$ cat src/rtl/hzdPkg.sv
package hzdPkg;

  // Strobes from the interlock control to the front-end enables
  typedef struct packed {
    logic holdPc;
    logic holdFetch;
    logic injectBubble;
  } stallStrobes_t;

endpackage

$ cat src/rtl/hzdCompare.sv
module hzdCompare #(
  parameter int REG_BITS   = 5,
  parameter int NUM_STAGES = 3,
  parameter int NUM_SRC    = 2,
  localparam int NUM_HITS  = NUM_SRC * NUM_STAGES
) (
  input  logic [NUM_SRC*REG_BITS-1:0]    srcRegs,
  input  logic [NUM_STAGES*REG_BITS-1:0] dstRegs,
  input  logic [NUM_STAGES-1:0]          dstWe,
  output logic [NUM_HITS-1:0]            hitVec
);

  for (genvar s = 0; s < NUM_SRC; s++) begin : gSrc
    logic [REG_BITS-1:0] srcField;
    logic                srcLive;
    assign srcField = srcRegs[s*REG_BITS +: REG_BITS];
    assign srcLive  = (srcField != '0);
    for (genvar g = 0; g < NUM_STAGES; g++) begin : gStage
      logic [REG_BITS-1:0] dstField;
      assign dstField = dstRegs[g*REG_BITS +: REG_BITS];
      assign hitVec[s*NUM_STAGES + g] = srcLive && dstWe[g] && (srcField == dstField);
    end
  end

  always_comb begin
    for (int s = 0; s < NUM_SRC; s++) begin
      for (int g = 0; g < NUM_STAGES; g++) begin

        no_dead_stage_hit_chk: assert (dstWe[g] || !hitVec[s*NUM_STAGES + g])
          else $error("hit from a stage with write-enable low");

        no_zero_reg_hit_chk: assert ((srcRegs[s*REG_BITS +: REG_BITS] != '0) || !hitVec[s*NUM_STAGES + g])
          else $error("hit on register zero");
      end
    end
  end

endmodule

$ cat src/rtl/hzdControl.sv
module hzdControl
  import hzdPkg::*;
#(
  parameter int NUM_HITS = 6
) (
  input  logic [NUM_HITS-1:0] hitVec,
  output stallStrobes_t       strobes
);

  logic stallReq;

  assign stallReq = |hitVec;

  always_comb begin
    strobes              = '0;
    strobes.holdPc       = stallReq;
    strobes.holdFetch    = stallReq;
    strobes.injectBubble = stallReq;
  end

endmodule

$ cat src/rtl/hazardStallUnit.sv
module hazardStallUnit
  import hzdPkg::*;
#(
  parameter int REG_BITS   = 5,
  parameter int NUM_STAGES = 3,
  parameter int NUM_SRC    = 2,
  localparam int NUM_HITS  = NUM_SRC * NUM_STAGES
) (
  input  logic [NUM_SRC*REG_BITS-1:0]    srcRegs,
  input  logic [NUM_STAGES*REG_BITS-1:0] dstRegs,
  input  logic [NUM_STAGES-1:0]          dstWe,
  output logic                           pcWrEn,
  output logic                           fetchDecEn,
  output logic                           bubbleSel
);

  logic [NUM_HITS-1:0] hitVec;
  stallStrobes_t       strobes;

  hzdCompare #(
    .REG_BITS  (REG_BITS),
    .NUM_STAGES(NUM_STAGES),
    .NUM_SRC   (NUM_SRC)
  ) uCompare (
    .srcRegs(srcRegs),
    .dstRegs(dstRegs),
    .dstWe  (dstWe),
    .hitVec (hitVec)
  );

  hzdControl #(
    .NUM_HITS(NUM_HITS)
  ) uControl (
    .hitVec (hitVec),
    .strobes(strobes)
  );

  assign pcWrEn     = !strobes.holdPc;
  assign fetchDecEn = !strobes.holdFetch;
  assign bubbleSel  = strobes.injectBubble;

  always_comb begin

    stall_on_hit_chk: assert (!(|hitVec) || (!pcWrEn && !fetchDecEn && bubbleSel))
      else $error("match seen but front end not stalled");

    no_spurious_stall_chk: assert ((|hitVec) || (pcWrEn && fetchDecEn && !bubbleSel))
      else $error("stall raised without a match");

    hold_pair_chk: assert (pcWrEn == fetchDecEn)
      else $error("PC and fetch/decode enables disagree");

    bubble_iff_hold_chk: assert (bubbleSel == !pcWrEn)
      else $error("bubble select disagrees with hold");

    zero_srcs_chk: assert ((srcRegs != '0) || !bubbleSel)
      else $error("stall with both sources zero");
  end

endmodule

$ cat config.mk
export PLATFORM = sky130hd
export DESIGN_NAME = hazardStallUnit
export DESIGN_NICKNAME = d
export VERILOG_FILES = /design/src/rtl/hzdPkg.sv /design/src/rtl/hzdCompare.sv /design/src/rtl/hzdControl.sv /design/src/rtl/hazardStallUnit.sv
export SDC_FILE = /design/constraint.sdc
export NUM_CORES = 1
export LEC_CHECK = 0
export BUFFER_PORTS_ARGS = -buffer_cell sky130_fd_sc_hd__buf_2
export CAP_MARGIN = 30
export CORE_AREA = 4 4 41 43
export DETAILED_ROUTE_END_ITERATION = 8
export DIE_AREA = 0 0 45 47
export GPL_ROUTABILITY_DRIVEN = 0
export PLACE_DENSITY_LB_ADDON = 0.25
export SETUP_SLACK_MARGIN = 0.15
export SYNTH_ARGS = -nofsm -noshare
export SYNTH_HDL_FRONTEND = slang
export SYNTH_SLANG_ARGS = --single-unit
$ cat constraint.sdc
create_clock -name vclk -period 2.01
set_input_delay 0.3015 -clock vclk [all_inputs]
set_output_delay 0.3015 -clock vclk [all_outputs]
set_load 0.02 [all_outputs]
* Word level (Yosys, flattened, before mapping) *
Index checks and enable logic that the tools add are counted.
Widths: inputs -> output; s select.

word-level totals
  register bits after elaboration = 0
  input bits = 28

operators by class
  reduce and logical (&&, ||, !) cells = 16
  equal/unequal tests = 6

operators by type and width
  cell               count
  $eq 5x5->1         6
  $logic_and 1x1->1  12
  $reduce_bool 5->1  2
  $reduce_or 6->1    1
  $logic_not 1->1    1

* Logic depth before layout (Yosys ltp) *
  depth in word-level cells = 5
  gate-level depth with buffers = 6

* Cells and area by module *
A second synthesis with hierarchy kept.

unflattened totals
  cell total of the unflattened synthesis = 54
  area total of the unflattened synthesis = 409.1 µm²

modules (own cells, without submodules)
  module           cells each  sequential area each (µm²)  instances  area an instance (µm²)
  hzdCompare       46          0.0                         1          365.4
  hzdControl       6           0.0                         1          36.3
  hazardStallUnit  2           0.0                         1          7.5

* Worst setup path before layout *
Ideal clock, no wire load.

  kind = input to output
  start point = in srcRegs[5]
  end point = out pcWrEn
  path buffers = 1
  data required time = 1.709 ns
  stages on the path = 6
  path slack = 0.068 ns
  arrival = 1.640 ns
  cells stage by stage = or4_1 -> nor2_2 -> nor2_1 -> a31oi_1 -> and3_1 -> buf_4

between the ends
  longest elaborated chain between the ends = 5
  elaborated cells between the ends (all ways) = 12

ends and longest elaborated chain
  item                            RTL line               text
  start: declaration              hazardStallUnit.sv:9   input logic [NUM_SRC*REG_BITS-1:0] srcRegs,
  $reduce_bool 5->1               hzdCompare.sv:17       assign srcLive = (srcField != '0);
  $logic_and 1x1->1 (2 in a row)  hzdCompare.sv:21       assign hitVec[s*NUM_STAGES + g] = srcLive && dstWe[g] && (srcField == dstField);
  $reduce_or 6->1 (*)             hzdControl.sv:12       assign stallReq = |hitVec;
  $logic_not 1->1 (*)             --
  end: declaration                hazardStallUnit.sv:12  output logic pcWrEn,

Mark *: on every way between the ends. The rest lies on a longest branch, timed or not.

* Worst setup path in the final report *
  start point = in srcRegs[8]
  end point = out fetchDecEn

between the ends
  longest elaborated chain between the ends = 5
  elaborated cells between the ends (all ways) = 12

ends and longest elaborated chain
  item                            RTL line               text
  $reduce_bool 5->1               hzdCompare.sv:17
  $logic_and 1x1->1 (2 in a row)  hzdCompare.sv:21
  $reduce_or 6->1 (*)             hzdControl.sv:12
  $logic_not 1->1 (*)             hazardStallUnit.sv:39  assign fetchDecEn = !strobes.holdFetch;
  end: declaration                hazardStallUnit.sv:13  output logic fetchDecEn,

Marks and branches as above.

==> key figures <==
STA
  • Final TNS setup: 0 ns
  • Tmin final: 1.94 ns
  • Maximum clock frequency: between 500 and 600 MHz
  • Relative slew slack: 82.1%
  • Pins over their slew limit: 0
  • RSZ-0062 raised after global routing: true
  • Least-Margin Pin Slew: between 0.2 and 0.3 ns
  • Endpoints failing setup: 0
  • Final Hold Fails: 0
  • Final period util: 96.3%

Finish
  • Area Growth Syn to Fin: 83.0%
  • Design area: 726 sq um
  • Clkbuf count: 0
  • Register area: 0 sq um
  • Final core utilization: 55.8%
  • N_diodes: 0
  • Final nets: 121
  • FF+latch count: 0
  • Layout cells sized above 1: a little over half
  • Finished Layout Cells: 106

Pwr
  • Switching portion of total power: a little under half
  • Switch Pwr: 73.3 uW
  • LEAKAGE: 0.322 nW
  • Total power: about 160 uW
  • Int Power: 88.5 uW
  • Max IR drop VDD: ~0.0001 V
  • Clock power frac: 0%
  • Combinational fraction of design power: 100.0%
  • Reg power frac: 0%
  • Pwr/cell area: ~220 mW/mm^2

Critical path
  • Worst EP required: 1.71 ns
  • Arr. time, crit path: around 1.6 ns
  • Critical path origin: srcRegs[8]
  • CP max FO: 2
  • Crit path capture type: output port
  • Worst Setup Path Type: input pin to output port
  • CP startpoint kind: input pin

Yosys
  • Post-synth top cells: 18 x xor2_1, 12 x xnor2_1, 5 x nand3_1, 5 x nor4_1
  • Ranking of synthesized cells by area: xor2_1 40%, xnor2_1 26%, nor4_1 7.9%
  • Syn Area/Cell: 7.63 sq um
  • Top cell type by total area after synthesis: xor2_1
  • Share of the synthesized area in the top cell type: 39.7%
  • Register area share after synthesis: 0%
  • Netlist cell types: 13
  • Most common cell in the netlist: xor2_1
  • Syn_nets: 80
  • Synthesis Warnings: 0
  • Netlist Area Pre-Place: 397 sq um
  • Gate Count Post-Synth: 52

Floorplanning
  • Die height: 47 um
  • Core Footprint: 0.00130 sq mm
  • # IOs: 31
  • Die W: about 45 um
  • FP Rows: 13
  • Starting density of the core: 30.5%
  • Total Die Area: 0.00212 sq mm

Detailed routing
  • First-pass DRT Iterations: 2
  • Vias/cell: 4.64
  • Per-cell routed wire length: 12.8 um
  • Initial drt markers: 2
  • Drt drc: 0
  • DR vias: 492
  • Antenna viol nets, final: 0
  • Detailed Route WL: 1350 um

Placed design
  • DP HPWL: 1130 um
  • Dpl cells: 103
  • Port bufs: 31
  • DP Area: 613 sq um

Global routing
  • First-pass GRT wire length: 2190 um
  • Vias in the first global route: 520
  • Total GRT Usage: 13.7%
  • GR Overflow Total: 0
  • Largest net degree at the start of global routing: 5
  • Initial antenna violation count: 0

Hold path
  • Hold Crit Depth: 4
  • Hold/Removal Path Class: input pin to output port
  • Worst hold start: dstWe[2]

Run status
  • Status: finished, final reports clean

Run
  • Max cap viols: 0
area by class of cell:
class	instances	area, sq um
fill	125	576
timing repair buffer	40	280
multi-input combinational	51	427
tap	15	18.8
layout by cell type, fill, tap and decap left out, types with 2 or more instances in the layout:
cell type  synthesis  layout
buf_6              0      10
buf_4              1       7
nor2_4             0       2
xnor2_1           12      12
nor4_1             5       3
buf_2              0      23
nand4_1            2       2
or4_4              0       2
xor2_1            18      18
nor4_2             0       2
nand3_1            5       5
metal layers:
layer	vias up	GRT usage, %	share of wire [%]
met4	0	0	0
li1	261	-	-
met3	0	0	5.9
met2	18	28.0	52
met5	-	0	0
met1	213	16.9	42
kinds of logic (layout without fill, tap and decap cells):
| logic type | Yosys count | after routing | synth area share (%) |
|---|---|---|---|
| AO/OA/AOI/OAI | 3 | 3 | 5.68 |
| XOR/XNOR | 30 | 30 | 66.2 |
| buffers and inverters | 1 | 40 | 1.89 |
| AND/OR/NAND/NOR | 18 | 18 | 26.2 |
through the flow:
step | hold WS (ns) | setup WS [ns]
floorplan | 0.863 | 0.152
global placement | 1.01 | 0.00146
detailed placement | 1.01 | -0.00284
CTS | 1.02 | 0.0812
global route | 1.03 | -0.0172
finish | 0.993 | 0.0744
worst paths after layout:
check | endpoint | slack (ns)
worst max-delay path | fetchDecEn | 0.07
worst min-delay path | bubbleSel | 0.99
power groups by stage:
stage          Combinational (mW)  Clock (mW)  Sequential (mW)
5_1_grt                     0.176           0                0
6_report                    0.162           0                0
2_1_floorplan              0.0672           0                0
3_3_place_gp                0.135           0                0
3_5_place_dp                0.134           0                0
4_1_cts                     0.152           0                0
critical path: stages:
cell     delay, ns
buf_6         0.10
or4_4         0.54
nor2_4        0.12
nor2_1        0.04
a31oi_1       0.20
and3_4        0.22
buf_6         0.11
what timing repair did:
item / CTS / global route
pin swaps: 10 / 6
endpoints found under the setup margin: 3 / 3
gates resized for setup: 13 / 7
hold endpoints to repair: 0 / 0
hold buffers: 0 / 0
setup buffers: 3 / 0
No activity file was read; power rests on OpenSTA's default activity.
